===== config.mk =====
export PLATFORM = sky130hd
export DESIGN_NAME = ll_dma_chan
export DESIGN_NICKNAME = d
export VERILOG_FILES = /design/src/rtl/ll_dma_pkg.sv /design/src/rtl/ll_dma_regs.sv /design/src/rtl/ll_dma_seq.sv /design/src/rtl/ll_dma_chan.sv
export SDC_FILE = /design/constraint.sdc
export NUM_CORES = 1
export LEC_CHECK = 0
export BUFFER_PORTS_ARGS = -buffer_cell sky130_fd_sc_hd__buf_2
export CAP_MARGIN = 30
export CORE_ASPECT_RATIO = 2
export CORE_MARGIN = 1.5
export CORE_UTILIZATION = 47
export DETAILED_ROUTE_END_ITERATION = 12
export GPL_TIMING_DRIVEN = 1
export PLACE_DENSITY_LB_ADDON = 0.25
export SLEW_MARGIN = 20
export SYNTH_ARGS = -nofsm -noshare
export SYNTH_HDL_FRONTEND = slang
export SYNTH_SLANG_ARGS = --single-unit
export TNS_END_PERCENT = 20

===== constraint.sdc =====
create_clock -name clk -period 3.9 [get_ports clk]
set_input_delay 0.39 -clock clk [delete_from_list [all_inputs] [get_ports clk]]
set_output_delay 0.39 -clock clk [all_outputs]
set_load 0.05 [all_outputs]

===== src/rtl/ll_dma_pkg.sv =====
package ll_dma_pkg;
  typedef enum logic [2:0] {
    ST_IDLE,
    ST_FETCH,
    ST_WAITREQ,
    ST_READ,
    ST_WRITE
  } seq_state_t;

  localparam logic [3:0] RG_GCFG  = 4'd0;
  localparam logic [3:0] RG_CHEN  = 4'd1;
  localparam logic [3:0] RG_SAR   = 4'd2;
  localparam logic [3:0] RG_DAR   = 4'd3;
  localparam logic [3:0] RG_LLP   = 4'd4;
  localparam logic [3:0] RG_CTRL  = 4'd5;
  localparam logic [3:0] RG_CFG   = 4'd6;
  localparam logic [3:0] RG_SWREQ = 4'd7;
  localparam logic [3:0] RG_RAW   = 4'd8;
  localparam logic [3:0] RG_STAT  = 4'd9;
  localparam logic [3:0] RG_MASK  = 4'd10;
  localparam logic [3:0] RG_CLR   = 4'd11;

  localparam int NEV    = 5;
  localparam int EV_TFR = 0;
  localparam int EV_BLK = 1;
  localparam int EV_SRC = 2;
  localparam int EV_DST = 3;
  localparam int EV_ERR = 4;
endpackage


===== src/rtl/ll_dma_regs.sv =====
module ll_dma_regs
  import ll_dma_pkg::*;
#(
  parameter int DW    = 32,
  parameter int NPER  = 4,
  parameter int BLK_W = 16
) (
  input  logic                clk,
  input  logic                rst,
  input  logic                sw_we,
  input  logic [3:0]          sw_addr,
  input  logic [DW-1:0]       sw_wdata,
  output logic [DW-1:0]       sw_rdata,
  output logic                irq,
  input  logic                busy,
  input  logic                ld_desc,
  input  logic [DW-1:0]       ld_sar,
  input  logic [DW-1:0]       ld_llp,
  input  logic [DW-1:0]       ld_ctrl,
  input  logic                adr_upd,
  input  logic [DW-1:0]       sar_nxt,
  input  logic [DW-1:0]       dar_nxt,
  input  logic                chen_clr,
  input  logic [1:0]          swreq_clr,
  input  logic [NEV-1:0]      ev,
  output logic                gen,
  output logic                chen,
  output logic [DW-1:0]       sar,
  output logic [DW-1:0]       dar,
  output logic [DW-1:0]       llp,
  output logic [1:0]          sinc,
  output logic [1:0]          dinc,
  output logic [1:0]          burst,
  output logic [BLK_W-1:0]    blk_size,
  output logic                hs_src,
  output logic                hs_dst,
  output logic [$clog2(NPER > 1 ? NPER : 2)-1:0] src_per,
  output logic [$clog2(NPER > 1 ? NPER : 2)-1:0] dst_per,
  output logic [1:0]          swreq
);
  localparam int PER_W = $clog2(NPER > 1 ? NPER : 2);

  logic [DW-1:0]  ctrl_q, cfg_q;
  logic [NEV-1:0] raw_q, mask_q, clr_bits;
  logic [1:0]     swreq_w;
  logic           cfg_wr_ok;

  assign cfg_wr_ok = sw_we && !busy;
  assign clr_bits  = (sw_we && sw_addr == RG_CLR) ? sw_wdata[NEV-1:0] : '0;
  assign swreq_w   = (sw_we && sw_addr == RG_SWREQ) ? sw_wdata[1:0] : swreq;

  assign sinc     = ctrl_q[1:0];
  assign dinc     = ctrl_q[3:2];
  assign burst    = ctrl_q[5:4];
  assign blk_size = ctrl_q[16 +: BLK_W];
  assign hs_src   = cfg_q[0];
  assign hs_dst   = cfg_q[1];
  assign src_per  = cfg_q[4 +: PER_W];
  assign dst_per  = cfg_q[8 +: PER_W];

  always_ff @(posedge clk) begin
    if (rst) begin
      gen <= 1'b0; chen <= 1'b0;
      sar <= '0; dar <= '0; llp <= '0; ctrl_q <= '0; cfg_q <= '0;
      swreq <= '0; raw_q <= '0; mask_q <= '0; irq <= 1'b0; sw_rdata <= '0;
    end else begin
      if (sw_we && sw_addr == RG_GCFG) gen <= sw_wdata[0];
      if (chen_clr) chen <= 1'b0;
      else if (cfg_wr_ok && sw_addr == RG_CHEN) chen <= sw_wdata[0];

      if (ld_desc) sar <= ld_sar;
      else if (adr_upd) sar <= sar_nxt;
      else if (cfg_wr_ok && sw_addr == RG_SAR) sar <= sw_wdata;

      if (adr_upd) dar <= dar_nxt;
      else if (cfg_wr_ok && sw_addr == RG_DAR) dar <= sw_wdata;

      if (ld_desc) llp <= ld_llp;
      else if (cfg_wr_ok && sw_addr == RG_LLP) llp <= sw_wdata;

      if (ld_desc) ctrl_q <= ld_ctrl;
      else if (cfg_wr_ok && sw_addr == RG_CTRL) ctrl_q <= sw_wdata;

      if (cfg_wr_ok && sw_addr == RG_CFG) cfg_q <= sw_wdata;
      if (sw_we && sw_addr == RG_MASK) mask_q <= sw_wdata[NEV-1:0];

      swreq <= swreq_w & ~swreq_clr;
      raw_q <= (raw_q & ~clr_bits) | ev;
      irq   <= |(raw_q & mask_q);

      case (sw_addr)
        RG_GCFG:  sw_rdata <= DW'(gen);
        RG_CHEN:  sw_rdata <= DW'(chen);
        RG_SAR:   sw_rdata <= sar;
        RG_DAR:   sw_rdata <= dar;
        RG_LLP:   sw_rdata <= llp;
        RG_CTRL:  sw_rdata <= ctrl_q;
        RG_CFG:   sw_rdata <= cfg_q;
        RG_SWREQ: sw_rdata <= DW'(swreq);
        RG_RAW:   sw_rdata <= DW'(raw_q);
        RG_STAT:  sw_rdata <= DW'(raw_q & mask_q);
        RG_MASK:  sw_rdata <= DW'(mask_q);
        default:  sw_rdata <= '0;
      endcase
    end
  end

  AST_DAR_KEPT: assert property (@(posedge clk) disable iff (rst)
    ld_desc |=> dar == $past(dar));
  AST_TFR_STOPS: assert property (@(posedge clk) disable iff (rst)
    ev[EV_TFR] |=> !chen && raw_q[EV_TFR]);
  AST_ERR_STOPS: assert property (@(posedge clk) disable iff (rst)
    ev[EV_ERR] |=> !chen && raw_q[EV_ERR]);
  AST_CLEAR_BLK: assert property (@(posedge clk) disable iff (rst)
    (clr_bits[EV_BLK] && !ev[EV_BLK]) |=> !raw_q[EV_BLK]);
  AST_LOCKED_CTRL: assert property (@(posedge clk) disable iff (rst)
    (busy && !ld_desc) |=> ctrl_q == $past(ctrl_q));
endmodule


===== src/rtl/ll_dma_seq.sv =====
module ll_dma_seq
  import ll_dma_pkg::*;
#(
  parameter int DW    = 32,
  parameter int NPER  = 4,
  parameter int BLK_W = 16
) (
  input  logic                clk,
  input  logic                rst,
  input  logic                gen,
  input  logic                chen,
  input  logic [DW-1:0]       sar,
  input  logic [DW-1:0]       dar,
  input  logic [DW-1:0]       llp,
  input  logic [1:0]          sinc,
  input  logic [1:0]          dinc,
  input  logic [1:0]          burst,
  input  logic                hs_src,
  input  logic                hs_dst,
  input  logic [$clog2(NPER > 1 ? NPER : 2)-1:0] src_per,
  input  logic [$clog2(NPER > 1 ? NPER : 2)-1:0] dst_per,
  input  logic [1:0]          swreq,
  output logic                desc_req,
  output logic [DW-1:0]       desc_addr,
  input  logic                desc_ack,
  input  logic [DW-1:0]       desc_data,
  input  logic                desc_err,
  output logic                m_req,
  output logic                m_we,
  output logic [DW-1:0]       m_addr,
  output logic [DW-1:0]       m_wdata,
  input  logic                m_ack,
  input  logic [DW-1:0]       m_rdata,
  input  logic                m_err,
  input  logic [NPER-1:0]     src_hw_req,
  input  logic [NPER-1:0]     dst_hw_req,
  output logic [NPER-1:0]     src_hw_ack,
  output logic [NPER-1:0]     dst_hw_ack,
  output logic                busy,
  output logic                ld_desc,
  output logic [DW-1:0]       ld_sar,
  output logic [DW-1:0]       ld_llp,
  output logic [DW-1:0]       ld_ctrl,
  output logic                adr_upd,
  output logic [DW-1:0]       sar_nxt,
  output logic [DW-1:0]       dar_nxt,
  output logic                chen_clr,
  output logic [1:0]          swreq_clr,
  output logic [NEV-1:0]      ev
);
  localparam logic [DW-1:0] STEP = DW'(DW / 8);
  localparam int BC_W = 4;

  function automatic logic [DW-1:0] step_addr(input logic [DW-1:0] a, input logic [1:0] mode);
    case (mode)
      2'b00:   return a + STEP;
      2'b01:   return a - STEP;
      default: return a;
    endcase
  endfunction

  seq_state_t      st;
  logic [1:0]      widx;
  logic [DW-1:0]   cap_sar, cap_llp, dbuf;
  logic [BLK_W-1:0] remain;
  logic [BC_W-1:0] beat, burst_len;
  logic src_ok, dst_ok, desc_ok, m_ok, beat_done, tran_end, blk_end, fault, last;

  assign burst_len = BC_W'(1) << burst;
  assign src_ok    = hs_src ? swreq[0] : src_hw_req[src_per];
  assign dst_ok    = hs_dst ? swreq[1] : dst_hw_req[dst_per];

  assign desc_ok   = (st == ST_FETCH) && desc_ack;
  assign m_ok      = (st == ST_READ || st == ST_WRITE) && m_ack;
  assign beat_done = (st == ST_WRITE) && m_ack && !m_err;
  assign tran_end  = beat_done && ((beat + BC_W'(1) == burst_len) || remain == BLK_W'(1));
  assign blk_end   = (tran_end && remain == BLK_W'(1)) || (st == ST_WAITREQ && remain == '0);
  assign fault     = (desc_ok && desc_err) || (m_ok && m_err);
  assign last      = blk_end && (llp == '0);

  assign busy      = (st != ST_IDLE);
  assign desc_req  = (st == ST_FETCH);
  assign desc_addr = llp + DW'({widx, 2'b00});
  assign m_req     = (st == ST_READ) || (st == ST_WRITE);
  assign m_we      = (st == ST_WRITE);
  assign m_addr    = (st == ST_WRITE) ? dar : sar;
  assign m_wdata   = dbuf;

  assign ld_desc   = desc_ok && !desc_err && (widx == 2'd3);
  assign ld_sar    = cap_sar;
  assign ld_llp    = cap_llp;
  assign ld_ctrl   = desc_data;
  assign adr_upd   = beat_done;
  assign sar_nxt   = step_addr(sar, sinc);
  assign dar_nxt   = step_addr(dar, dinc);
  assign chen_clr  = last || fault;
  assign swreq_clr = tran_end ? {hs_dst, hs_src} : 2'b00;

  always_comb begin
    ev         = '0;
    ev[EV_TFR] = last;
    ev[EV_BLK] = blk_end;
    ev[EV_SRC] = tran_end;
    ev[EV_DST] = tran_end;
    ev[EV_ERR] = fault;
  end

  always_ff @(posedge clk) begin
    if (rst) begin
      st <= ST_IDLE; widx <= '0; cap_sar <= '0; cap_llp <= '0; dbuf <= '0;
      remain <= '0; beat <= '0; src_hw_ack <= '0; dst_hw_ack <= '0;
    end else begin
      src_hw_ack <= '0;
      dst_hw_ack <= '0;
      if (tran_end && !hs_src) src_hw_ack[src_per] <= 1'b1;
      if (tran_end && !hs_dst) dst_hw_ack[dst_per] <= 1'b1;
      case (st)
        ST_IDLE: if (gen && chen) begin
          st <= ST_FETCH; widx <= '0;
        end
        ST_FETCH: if (desc_ack) begin
          if (desc_err) st <= ST_IDLE;
          else begin
            if (widx == 2'd0) cap_sar <= desc_data;
            if (widx == 2'd2) cap_llp <= desc_data;
            widx <= widx + 2'd1;
            if (widx == 2'd3) begin
              st <= ST_WAITREQ;
              remain <= desc_data[16 +: BLK_W];
              beat <= '0;
            end
          end
        end
        ST_WAITREQ: begin
          beat <= '0;
          if (remain == '0) begin
            st <= (llp == '0) ? ST_IDLE : ST_FETCH;
            widx <= '0;
          end else if (src_ok && dst_ok) st <= ST_READ;
        end
        ST_READ: if (m_ack) begin
          if (m_err) st <= ST_IDLE;
          else begin
            dbuf <= m_rdata;
            st <= ST_WRITE;
          end
        end
        ST_WRITE: if (m_ack) begin
          if (m_err) st <= ST_IDLE;
          else begin
            remain <= remain - BLK_W'(1);
            beat <= beat + BC_W'(1);
            if (tran_end) begin
              beat <= '0;
              if (remain == BLK_W'(1)) begin
                st <= (llp == '0) ? ST_IDLE : ST_FETCH;
                widx <= '0;
              end else st <= ST_WAITREQ;
            end else st <= ST_READ;
          end
        end
        default: st <= ST_IDLE;
      endcase
    end
  end

  AST_START_GATED: assert property (@(posedge clk) disable iff (rst)
    (!busy && !(gen && chen)) |=> !desc_req);
  AST_DESC_HOLD: assert property (@(posedge clk) disable iff (rst)
    (desc_req && !desc_ack) |=> desc_req && $stable(desc_addr));
  AST_MREQ_HOLD: assert property (@(posedge clk) disable iff (rst)
    (m_req && !m_ack) |=> m_req && $stable(m_addr) && $stable(m_we));
  AST_WRITE_ONCE: assert property (@(posedge clk) disable iff (rst)
    (m_req && m_we && m_ack && !m_err) |=> !(m_req && m_we));
  AST_ACK_ONEHOT: assert property (@(posedge clk) disable iff (rst)
    $onehot0(src_hw_ack) && $onehot0(dst_hw_ack));
  AST_FAULT_HALTS: assert property (@(posedge clk) disable iff (rst)
    fault |=> !desc_req && !m_req);
endmodule


===== src/rtl/ll_dma_chan.sv =====
module ll_dma_chan
  import ll_dma_pkg::*;
#(
  parameter int DW    = 32,
  parameter int NPER  = 4,
  parameter int BLK_W = 16
) (
  input  logic            clk,
  input  logic            rst,
  input  logic            reg_we,
  input  logic [3:0]      reg_addr,
  input  logic [DW-1:0]   reg_wdata,
  output logic [DW-1:0]   reg_rdata,
  output logic            irq,
  output logic            desc_req,
  output logic [DW-1:0]   desc_addr,
  input  logic            desc_ack,
  input  logic [DW-1:0]   desc_data,
  input  logic            desc_err,
  output logic            m_req,
  output logic            m_we,
  output logic [DW-1:0]   m_addr,
  output logic [DW-1:0]   m_wdata,
  input  logic            m_ack,
  input  logic [DW-1:0]   m_rdata,
  input  logic            m_err,
  input  logic [NPER-1:0] src_hw_req,
  input  logic [NPER-1:0] dst_hw_req,
  output logic [NPER-1:0] src_hw_ack,
  output logic [NPER-1:0] dst_hw_ack
);
  localparam int PER_W = $clog2(NPER > 1 ? NPER : 2);

  logic             busy, ld_desc, adr_upd, chen_clr, gen, chen, hs_src, hs_dst;
  logic [DW-1:0]    ld_sar, ld_llp, ld_ctrl, sar_nxt, dar_nxt, sar, dar, llp;
  logic [1:0]       swreq_clr, swreq, sinc, dinc, burst;
  logic [NEV-1:0]   ev;
  logic [BLK_W-1:0] blk_size;
  logic [PER_W-1:0] src_per, dst_per;

  ll_dma_regs #(.DW(DW), .NPER(NPER), .BLK_W(BLK_W)) u_regs (
    .clk, .rst,
    .sw_we(reg_we), .sw_addr(reg_addr), .sw_wdata(reg_wdata), .sw_rdata(reg_rdata),
    .irq, .busy, .ld_desc, .ld_sar, .ld_llp, .ld_ctrl,
    .adr_upd, .sar_nxt, .dar_nxt, .chen_clr, .swreq_clr, .ev,
    .gen, .chen, .sar, .dar, .llp, .sinc, .dinc, .burst, .blk_size,
    .hs_src, .hs_dst, .src_per, .dst_per, .swreq
  );

  ll_dma_seq #(.DW(DW), .NPER(NPER), .BLK_W(BLK_W)) u_seq (
    .clk, .rst, .gen, .chen, .sar, .dar, .llp, .sinc, .dinc, .burst,
    .hs_src, .hs_dst, .src_per, .dst_per, .swreq,
    .desc_req, .desc_addr, .desc_ack, .desc_data, .desc_err,
    .m_req, .m_we, .m_addr, .m_wdata, .m_ack, .m_rdata, .m_err,
    .src_hw_req, .dst_hw_req, .src_hw_ack, .dst_hw_ack,
    .busy, .ld_desc, .ld_sar, .ld_llp, .ld_ctrl,
    .adr_upd, .sar_nxt, .dar_nxt, .chen_clr, .swreq_clr, .ev
  );

  AST_BLK_SIZE_LOCKED: assert property (@(posedge clk) disable iff (rst)
    (busy && !ld_desc) |=> blk_size == $past(blk_size));
endmodule


---- After elaboration in Yosys (flattened, before gate mapping) ----
Index checks and enable logic that the tools add are counted.
storage, ports and cells
  output and inout bits ................... 140
  register bits ........................... 336
  word-level logic and storage cells ...... 209
operators by class
  $add $sub $neg .......................... 8
  bitwise gates (word level) .............. 11
  eq/ne operators ......................... 35
  reduce and logical (&&, ||, !) cells .... 67
  shift operators ......................... 1
  mux-type cells .......................... 62
  magnitude comparators ................... 4
operator list
  cell                                                    number
  case mux 32 bit (11 select lines)                       1
  two-way mux 32 bit                                      10
  case mux 32 bit (2 select lines)                        2
  two-way mux 16 bit                                      5
  adder 32 x 3 -> 32 bit (second input constant)          2
  subtractor 32 x 3 -> 32 bit (second input constant)     2
  two-way mux 3 bit                                       12
  adder 32 x 4 -> 32 bit                                  1
  logical NOT 32 bit                                      1
  case mux 16 bit (2 select lines)                        1
  logical AND 1 bit                                       29
  two-way mux 4 bit                                       6
  two-way mux 2 bit                                       10
  AND reduction 6 bit                                     3
  equality test 16 x 1 -> 1 bit (second input constant)   1
  equality test 4 x 3 -> 1 bit (second input constant)    4
  equality test 4 bit (second input constant)             4
  logical NOT 16 bit                                      1
  subtractor 16 x 1 -> 16 bit (second input constant)     1
  bitwise AND 5 bit                                       3
  case mux 3 bit (5 select lines)                         1
  inequality test 2 x 1 -> 1 bit (second input constant)  6
  case mux 4 bit (3 select lines)                         1
  AND reduction 9 bit                                     1
  40 further kinds                                        80

---- Longest topological paths before layout ----
Gate-level depths: netlist of run 1.
  depth after elaboration ................. 9
  mapped depth ............................ 15

---- Modules after synthesis ----
Synthesis of run 1 repeated with hierarchy kept, for this count alone.
unflattened totals
  cells, all modules ...................... 2699
  area total of the unflattened synthesis .. 20253.2 µm²
by module, submodules not included
  module       area each (µm²)  cells an instance  times used
  ll_dma_seq   10296.1          1514               1
  ll_dma_regs  9957.0           1185               1

---- Worst setup path after synthesis of run 1 ----
OpenSTA, ideal clock, no wires.
  path type ............................... register to register
  from .................................... reg u_regs.ctrl_q[1]
  to ...................................... reg u_regs.sar[16]
  clock period less this slack ............ 3373 ps
  arrival time ............................ 3258 ps
  cell stages (with the launch flop) ...... 16
  path buffers ............................ 5
  path slack .............................. 527 ps
  cells stage by stage .................... dfxtp_1 -> buf_6 -> nand2b_1 -> buf_4 -> buf_2 -> buf_1 -> clkbuf_1 -> xnor2_1 -> ha_1 -> and4_1 -> o21ai_0 -> a222oi_1 -> mux2i_1 -> a222oi_1 -> nor2_1 -> o21a_1
between the ends
  longest elaborated chain between the ends .. 4
ends and longest elaborated chain
  item                                                                      RTL line           source
  from (decl)                                                               ll_dma_regs.sv:43  logic [DW-1:0] ctrl_q, cfg_q;
  from (signal assigned)                                                    ll_dma_regs.sv:81  if (ld_desc) ctrl_q <= ld_ctrl;
  from (signal assigned)                                                    ll_dma_regs.sv:82  else if (cfg_wr_ok && sw_addr == RG_CTRL) ctrl_q <= sw_wdata;
  equality test 2 x 1 -> 1 bit / logical NOT 2 bit (equally long branches)  ll_dma_seq.sv:55   case (mode)
  case mux 32 bit (2 select lines)                                          ll_dma_seq.sv:55
  two-way mux 32 bit                                                        ll_dma_regs.sv:72  else if (adr_upd) sar <= sar_nxt;
  two-way mux 32 bit                                                        ll_dma_regs.sv:71  if (ld_desc) sar <= ld_sar;
  to (signal assigned)                                                      ll_dma_regs.sv:71
  to (signal assigned)                                                      ll_dma_regs.sv:72
  to (signal assigned)                                                      ll_dma_regs.sv:73  else if (cfg_wr_ok && sw_addr == RG_SAR) sar <= sw_wdata;
  to (decl)                                                                 ll_dma_regs.sv:28  output logic [DW-1:0] sar,
Parallel ways exist; a longest one is shown, timed or not.
A chain may end at the register's enable or synchronous reset.

---- Worst setup path in the final report of run 1 ----
  from .................................... reg u_regs.llp[6]
  to ...................................... out desc_addr[29]
between the ends
  longest elaborated chain between the ends .. 1
ends and longest elaborated chain
  item                    RTL line           source
  from (decl)             ll_dma_regs.sv:30  output logic [DW-1:0] llp,
  from (signal assigned)  ll_dma_regs.sv:78  if (ld_desc) llp <= ld_llp;
  from (signal assigned)  ll_dma_regs.sv:79  else if (cfg_wr_ok && sw_addr == RG_LLP) llp <= sw_wdata;
  adder 32 x 4 -> 32 bit  ll_dma_seq.sv:83   assign desc_addr = llp + DW'({widx, 2'b00});
  to (decl)               ll_dma_chan.sv:16  output logic [DW-1:0] desc_addr,
No other way between the ends.

==> results of run 1 <==
## cell families (layout without fill, tap and decap cells)
logic type      after synthesis  count (layout)  synth area share
fa+ha+maj                    12              12           0.00813
compound gates              696             696             0.240
buf+inv                     296             406            0.0642
mux                          28              28            0.0162
flops                       336             336             0.347
simple gates               1236            1236             0.292
xor+xnor                     70              70            0.0324
## through the flow
| step | utilization | hold WS, ps |
|---|---|---|
| 3_3_place_gp | 0.509 | 440 |
| 3_5_place_dp | 0.509 | 446 |
| 2_1_floorplan | - | 436 |
| 4_1_cts | 0.536 | 71.7 |
| 5_1_grt | 0.536 | 88.5 |
| 6_report | 0.536 | 85.9 |
## synth_stat cells (7+ instances only)
cell type	instances
nand3_1	129
or4_1	15
a22oi_1	78
nand4_1	34
mux2i_1	19
dfxtp_1	336
a22o_1	8
o21ai_0	73
nand2_1	614
nor3_1	49
nor4_1	40
buf_2	42
ha_1	11
nor3b_1	8
buf_1	19
o22ai_1	16
buf_4	9
o31ai_1	16
a211oi_1	14
xnor2_1	57
xor2_1	12
o211ai_1	9
a222oi_1	11
and2_1	18
a21oi_1	213
a31oi_1	56
a21o_1	11
and4_1	7
clkbuf_1	186
nand2b_1	17
or3_1	27
inv_1	31
nor2_1	203
a311oi_1	75
a221oi_1	15
o21ai_1	27
and3_1	22
nor2b_1	9
## worst max path at each step
| stage | endpoint | depth (start not counted) | slack [ps] |
|---|---|---|---|
| finish | desc_addr[29] | 8 | 200 |
| global route | desc_addr[28] | 11 | 30 |
| CTS | desc_addr[29] | 9 | 240 |
| detailed placement | desc_addr[29] | 9 | 810 |
| global placement | desc_addr[28] | 11 | 820 |
| floorplan | u_regs.sar[16] | 15 | 530 |
## final cells by class
| class | count | area, µm² | area share |
|---|---|---|---|
| Multi-Input combinational cell | 2042 | 11500 | 0.523 |
| Sequential cell | 336 | 6730 | 0.307 |
| Clock inverter | 10 | 88.8 | 0.00405 |
| Clock buffer | 46 | 1020 | 0.0465 |
| Inverter | 33 | 129 | 0.00588 |
| Tap cell | 535 | 669 | 0.0305 |
| Timing Repair Buffer | 317 | 1830 | 0.0835 |
## tightest hold or removal path, stage by stage
cell,delay (ps)
buf_2,90
nand2_1,40
a21oi_1,50
## routing by layer
| metal | wire length, µm | vias to the layer above | share of wire | global-route usage |
|---|---|---|---|---|
| met2 | 39700 | 1293 | 0.49 | 0.639 |
| met1 | 28200 | 10100 | 0.35 | 0.405 |
| met3 | 6560 | 329 | 0.081 | 0.0579 |
| met4 | 7030 | 0 | 0.086 | 0.289 |
| met5 | 0 | - | 0 | 0 |
| li1 | - | 9732 | - | - |
## layout by cell type (no fill, tap or decap), drive strengths merged, types with 11 or more instances in the layout
cell and instances:
clkbuf 46, xnor2 57, xor2 12, o21ai 101, a311oi 75, a31oi 56
nand2 617, mux2i 19, a21o 11, nor2 205, a21oi 216, nor3 50
dfxtp 336, or4 17, nor4 42, a222oi 11, or3 29, a22oi 80
o31ai 16, a221oi 17, a211oi 15, and2 18, o22ai 18, buf 317
nand4 34, ha 11, and3 22, inv 33, nand3 129, nand2b 17
## where the power goes
group | leakage (µW) | internal [µW] | switching [µW]
sequential | 0.00271 | 3510 | 148
clock | 0.000551 | 1900 | 1470
combinational | 0.00482 | 340 | 861
==> impl_metrics.csv, run 1 <==
group,metric,value,unit
synth,async_flop_share,0,
worst_setup_path,rr_worst_depth,8,
global_route,grt_pass1_wl,124,mm
worst_setup_path,r2r_end,"u_regs.dar[29]",
worst_setup_path,arrival,3310,ps
synth,ys.flop_type,"dfxtp_1",
placed_design,post-place-ws,808,ps
floorplan,die_w,147,µm
routing,wl,81.4,mm
cts,clockRootBuffer,"clkbuf_16",
timing,grt_setup_unrepaired,"no",
final_layout,drive_gt1_frac,0.153,
timing,drv_slew,0,
global_route,gr-total-overflow,0,
synth,synth-seq-area-share,0.347,
cts,clk_path_buf_depth,3,
timing,max_clock_freq,0.270,GHz
synth,netlist_area,19400,µm²
routing,wl_per_cell,24.5,µm
final_layout,syn2layout_area_growth,13.1,%
worst_setup_path,worstPathCellList,"nand3_1, or3_1, nor3_1, buf_4, and3_1, nand4_1, xnor2_1, buf_2",
cts,cts_hold_buffers,0,
worst_setup_path,critPathLaunchType,"register",
synth,synth_cells,2674,
cts,cts_resized,0,
synth,synth_edf_count,0,
power,fin_total_pwr,8230,µW
placed_design,dp.cells,3263,
worst_setup_path,crit_buf_inv,2,
floorplan,io_pins,255,
run_status,status,"completed",
synth,synth_top_area_share,0.347,
timing,min_period_over_period,0.950,
power,ir_worst_vdd,0.399,mV
floorplan,rows,105,
timing,worst_pin_slew,967,ps
synth,synth-seq-cells,336,
cts,tritoncts,"yes",
floorplan,core_area,40900,µm²
synth,yosysTopAreaCell,"dfxtp_1",
synth,yosysUniqueCellTypes,96,
worst_hold_path,hold_class,"input port to register",
power,power.density,376,nW/µm²
routing,via_count,21500,
timing,timing.slew.headroom,0.349,
placed_design,dpl_cell_area,20800,µm²
placed_design,dpl.hpwl,59.4,mm
routing,detail-route-antenna-nets,0,
timing,timing.setup.tns,0,ps
timing,period_minus_slack,3700,ps
worst_setup_path,end_kind,"output pin",
placed_design,gp_routability_congestion,1.02,
cts,insertion_delay,550,ps
worst_setup_path,rrSetupSlack,660,ps
cts,clkTransAtPathRegs,70,ps
worst_hold_path,hold_end,"u_seq.m_wdata[12]",
cts,ctsHtreeMaxLevel,2,
timing,hold_violations,0,
cts,cts_buffers,34,
worst_setup_path,slowest_delay,540,ps
worst_setup_path,cp_max_fo,7,
worst_setup_path,slowest_stage,"dfxtp_1",
final_layout,num_antenna_cells,0,
synth,yosys_warnings,0,
worst_setup_path,crit_family,"simple AND/OR/NAND/NOR gates",
floorplan,die_height,290,µm
global_route,first_global_vias,21000,
final_layout,fillers,3991,
timing,setup_viol,0,
synth,synth.avg_cell_area,7.25,µm²
routing,drt_iter0_drc,2476,
global_route,antenna_found_initial,1,
cts,clock-sinks,336,
final_layout,design_area,21900,µm²
synth,synth_nets,2801,
worst_hold_path,hp-start,"m_rdata[12]",
worst_setup_path,r2r_start,"u_regs.ctrl_q[2]",
floorplan,start_util,0.474,
worst_setup_path,cp_data_required_time,3510,ps
timing,setup_ws,196,ps
global_route,grt_max_degree,119,
flow_run,drv_cap,0,
routing,drc,0,
final_layout,layout.nets,2891,
worst_setup_path,crit_type,"register to output pin",
routing,dr.pass1.iters,7,
worst_setup_path,crit_start,"u_regs.llp[6]",
global_route,gr-usage-all-layers,0.372,
placed_design,io_buffers,254,
synth,ys_top_cells_by_area,"dfxtp_1 (35%), nand2_1 (12%), a21oi_1 (5.5%)",
power,power_leakage,0.00808,µW
routing,viasPerCell,6.48,
cts,post_cts_buffers,0,
floorplan,dieArea,42500,µm²
worst_hold_path,hold_path_depth,3,
final_layout,final_cells,3319,
timing,clock_skew,24.5,ps
No activity file was read; power rests on OpenSTA's default activity.
==> inputs of run 2 (changes only) <==
SETUP_SLACK_MARGIN = 0.4   (was default)
==> run 2 against run 1 <==
First-iteration DRC count increased by 10%. Setup slack improved by 220 ps. Clock-buffer cell count unchanged. Wire length decreased by 0.23%. Via count about the same. Combinational power about the same. Sequential power about the same. Sequential cell count unchanged. Fmax increased by 6.4%. Critical endpoint unchanged. Highest routed layer unchanged.
==> impl_metrics.csv, run 2 (same netlist as run 1, synthesis figures left out) <==
group,metric,value,unit
run_status,status,"completed",
floorplan,start_util,0.474,
timing,worst_pin_slew,971,ps
timing,hold_violations,0,
final_layout,num_antenna_cells,0,
cts,clock-sinks,336,
floorplan,core_area,40900,µm²
floorplan,dieArea,42500,µm²
final_layout,seqCellArea,6730,µm²
worst_setup_path,crit_buf_inv,2,
final_layout,layout.nets,2892,
global_route,antenna_found_initial,1,
routing,viasPerCell,6.48,
placed_design,dpl.hpwl,59.4,mm
final_layout,multi_input_area,11500,µm²
timing,drv_slew,0,
global_route,first_global_vias,20900,
routing,wl_per_cell,24.5,µm
routing,drc,0,
worst_setup_path,slowest_delay,540,ps
floorplan,die_w,147,µm
worst_setup_path,r2r_end,"u_regs.dar[29]",
timing,period_minus_slack,3480,ps
cts,clk_path_buf_depth,3,
global_route,gr-usage-all-layers,0.372,
global_route,grt_pass1_wl,124,mm
timing,max_clock_freq,0.287,GHz
global_route,gr-total-overflow,0,
global_route,grt_max_degree,119,
floorplan,rows,105,
worst_setup_path,rrSetupSlack,660,ps
cts,insertion_delay,540,ps
worst_setup_path,arrival,3090,ps
routing,drt_iter0_drc,2735,
placed_design,io_buffers,254,
cts,cts_hold_buffers,0,
flow_run,drv_cap,0,
power,power.density,375,nW/µm²
worst_setup_path,cp_data_required_time,3510,ps
worst_hold_path,hold_class,"input port to register",
final_layout,drive_gt1_frac,0.155,
routing,via_count,21500,
worst_hold_path,hp-start,"m_rdata[12]",
final_layout,fillers,3987,
floorplan,die_height,290,µm
worst_setup_path,r2r_start,"u_regs.ctrl_q[2]",
worst_setup_path,rr_worst_depth,8,
cts,clkTransAtPathRegs,60,ps
timing,grt_setup_unrepaired,"yes",
routing,wl,81.3,mm
worst_setup_path,crit_start,"u_regs.llp[7]",
power,ir_worst_vdd,0.401,mV
power,power_leakage,0.00810,µW
timing,timing.slew.headroom,0.348,
placed_design,gp_routability_congestion,1.02,
timing,setup_viol,0,
floorplan,io_pins,255,
worst_setup_path,cp_max_fo,6,
timing,min_period_over_period,0.893,
worst_setup_path,crit_type,"register to output pin",
worst_hold_path,hold_end,"u_seq.m_wdata[12]",
worst_setup_path,slowest_stage,"dfxtp_1",
timing,hold_slack,82.8,ps
worst_hold_path,hold_path_depth,3,
routing,detail-route-antenna-nets,0,
cts,clockRootBuffer,"clkbuf_16",
worst_setup_path,crit_family,"simple AND/OR/NAND/NOR gates",
global_route,use_met3,0.0571,
global_route,grt_use_met2,0.640,
global_route,grt-busiest-layer,"met2",
worst_setup_path,worstPathCellList,"nand3_1, or3_1, nor3_4, buf_4, and3_1, nand4_1, xnor2_1, buf_2",
cts,cts_buffers,34,
worst_setup_path,end_kind,"output pin",
global_route,grt_use_met1,0.406,
final_layout,syn2layout_area_growth,13.3,%
cts,ctsHtreeMaxLevel,2,
cts,tritoncts,"yes",
final_layout,layout_commonest_cell,"nand2_1",
worst_setup_path,critPathLaunchType,"register",
final_layout,layout_common_cells,"nand2_1 (614), dfxtp_1 (334), buf_2 (250)",
timing,clock_skew,23.6,ps
routing,dr.pass1.iters,6,
timing,timing.setup.tns,0,ps
## run 2: cell types whose count changed in the layout (fill, tap and decap cells not counted), sizes merged
cell,change
clkbuf,+2
buf,-1
## run 2: repair_timing
action / CTS / global route
setup buffers: 0 / 1
gates resized for setup: 1 / 12
pin swaps: 0 / 2
endpoints found under the hold margin: 0 / 0
setup endpoints to repair: 7 / 7
## run 2: power by group
group,internal (µW),switching (µW),leakage [µW],total [µW]
Sequential,3510,148,0.00271,3660
Combinational,340,861,0.00484,1200
Clock,1900,1470,0.000551,3370
Total,5750,2480,0.00810,8230
## run 2: worst max path at each step
stage                      to  depth (start not counted)
2_1_floorplan  u_regs.sar[16]                         15
3_3_place_gp    desc_addr[28]                         11
3_5_place_dp    desc_addr[29]                          9
4_1_cts         desc_addr[28]                         11
5_1_grt         desc_addr[29]                          9
6_report        desc_addr[29]                          8
## run 2: worst reg2reg max path: stages (launching register included)
cell and delay (ps):
dfxtp_1 520, nor2b_4 220, buf_4 450, o211ai_1 280, o31a_1 290, o21ai_1 550
nand3_1 350, and3_1 310, nor4_1 210
## run 2: cell type report
| cell class | instances | area share |
|---|---|---|
| well taps | 535 | 0.0305 |
| clock buffers | 46 | 0.0464 |
| flip-flops and latches | 336 | 0.306 |
| repair buffers | 318 | 0.0840 |
| multi-input cells | 2042 | 0.523 |
| clock inverters | 10 | 0.00404 |
| inverters | 33 | 0.00587 |
## run 2: stage by stage
| stage | cell area (µm²) | worst slack [ps] | std cells | util | total power, µW |
|---|---|---|---|---|---|
| finish | 22000 | 418 | 3320 | 0.538 | 8230 |
| global route | 22000 | 375 | 3320 | 0.538 | 8440 |
| floorplan | 19400 | 527 | 2674 | - | 4440 |
| detailed placement | 20800 | 808 | 3263 | 0.509 | 4890 |
| CTS | 21900 | 244 | 3319 | 0.537 | 8220 |
| global placement | 20800 | 824 | 3263 | 0.509 | 4870 |
## run 2: layer usage
layer | share of wire | wire [µm] | up-vias
met2 | 0.49 | 39700 | 1295
li1 | - | - | 9729
met3 | 0.079 | 6430 | 325
met4 | 0.085 | 6920 | 0
met1 | 0.35 | 28200 | 10200
met5 | 0 | 0 | -
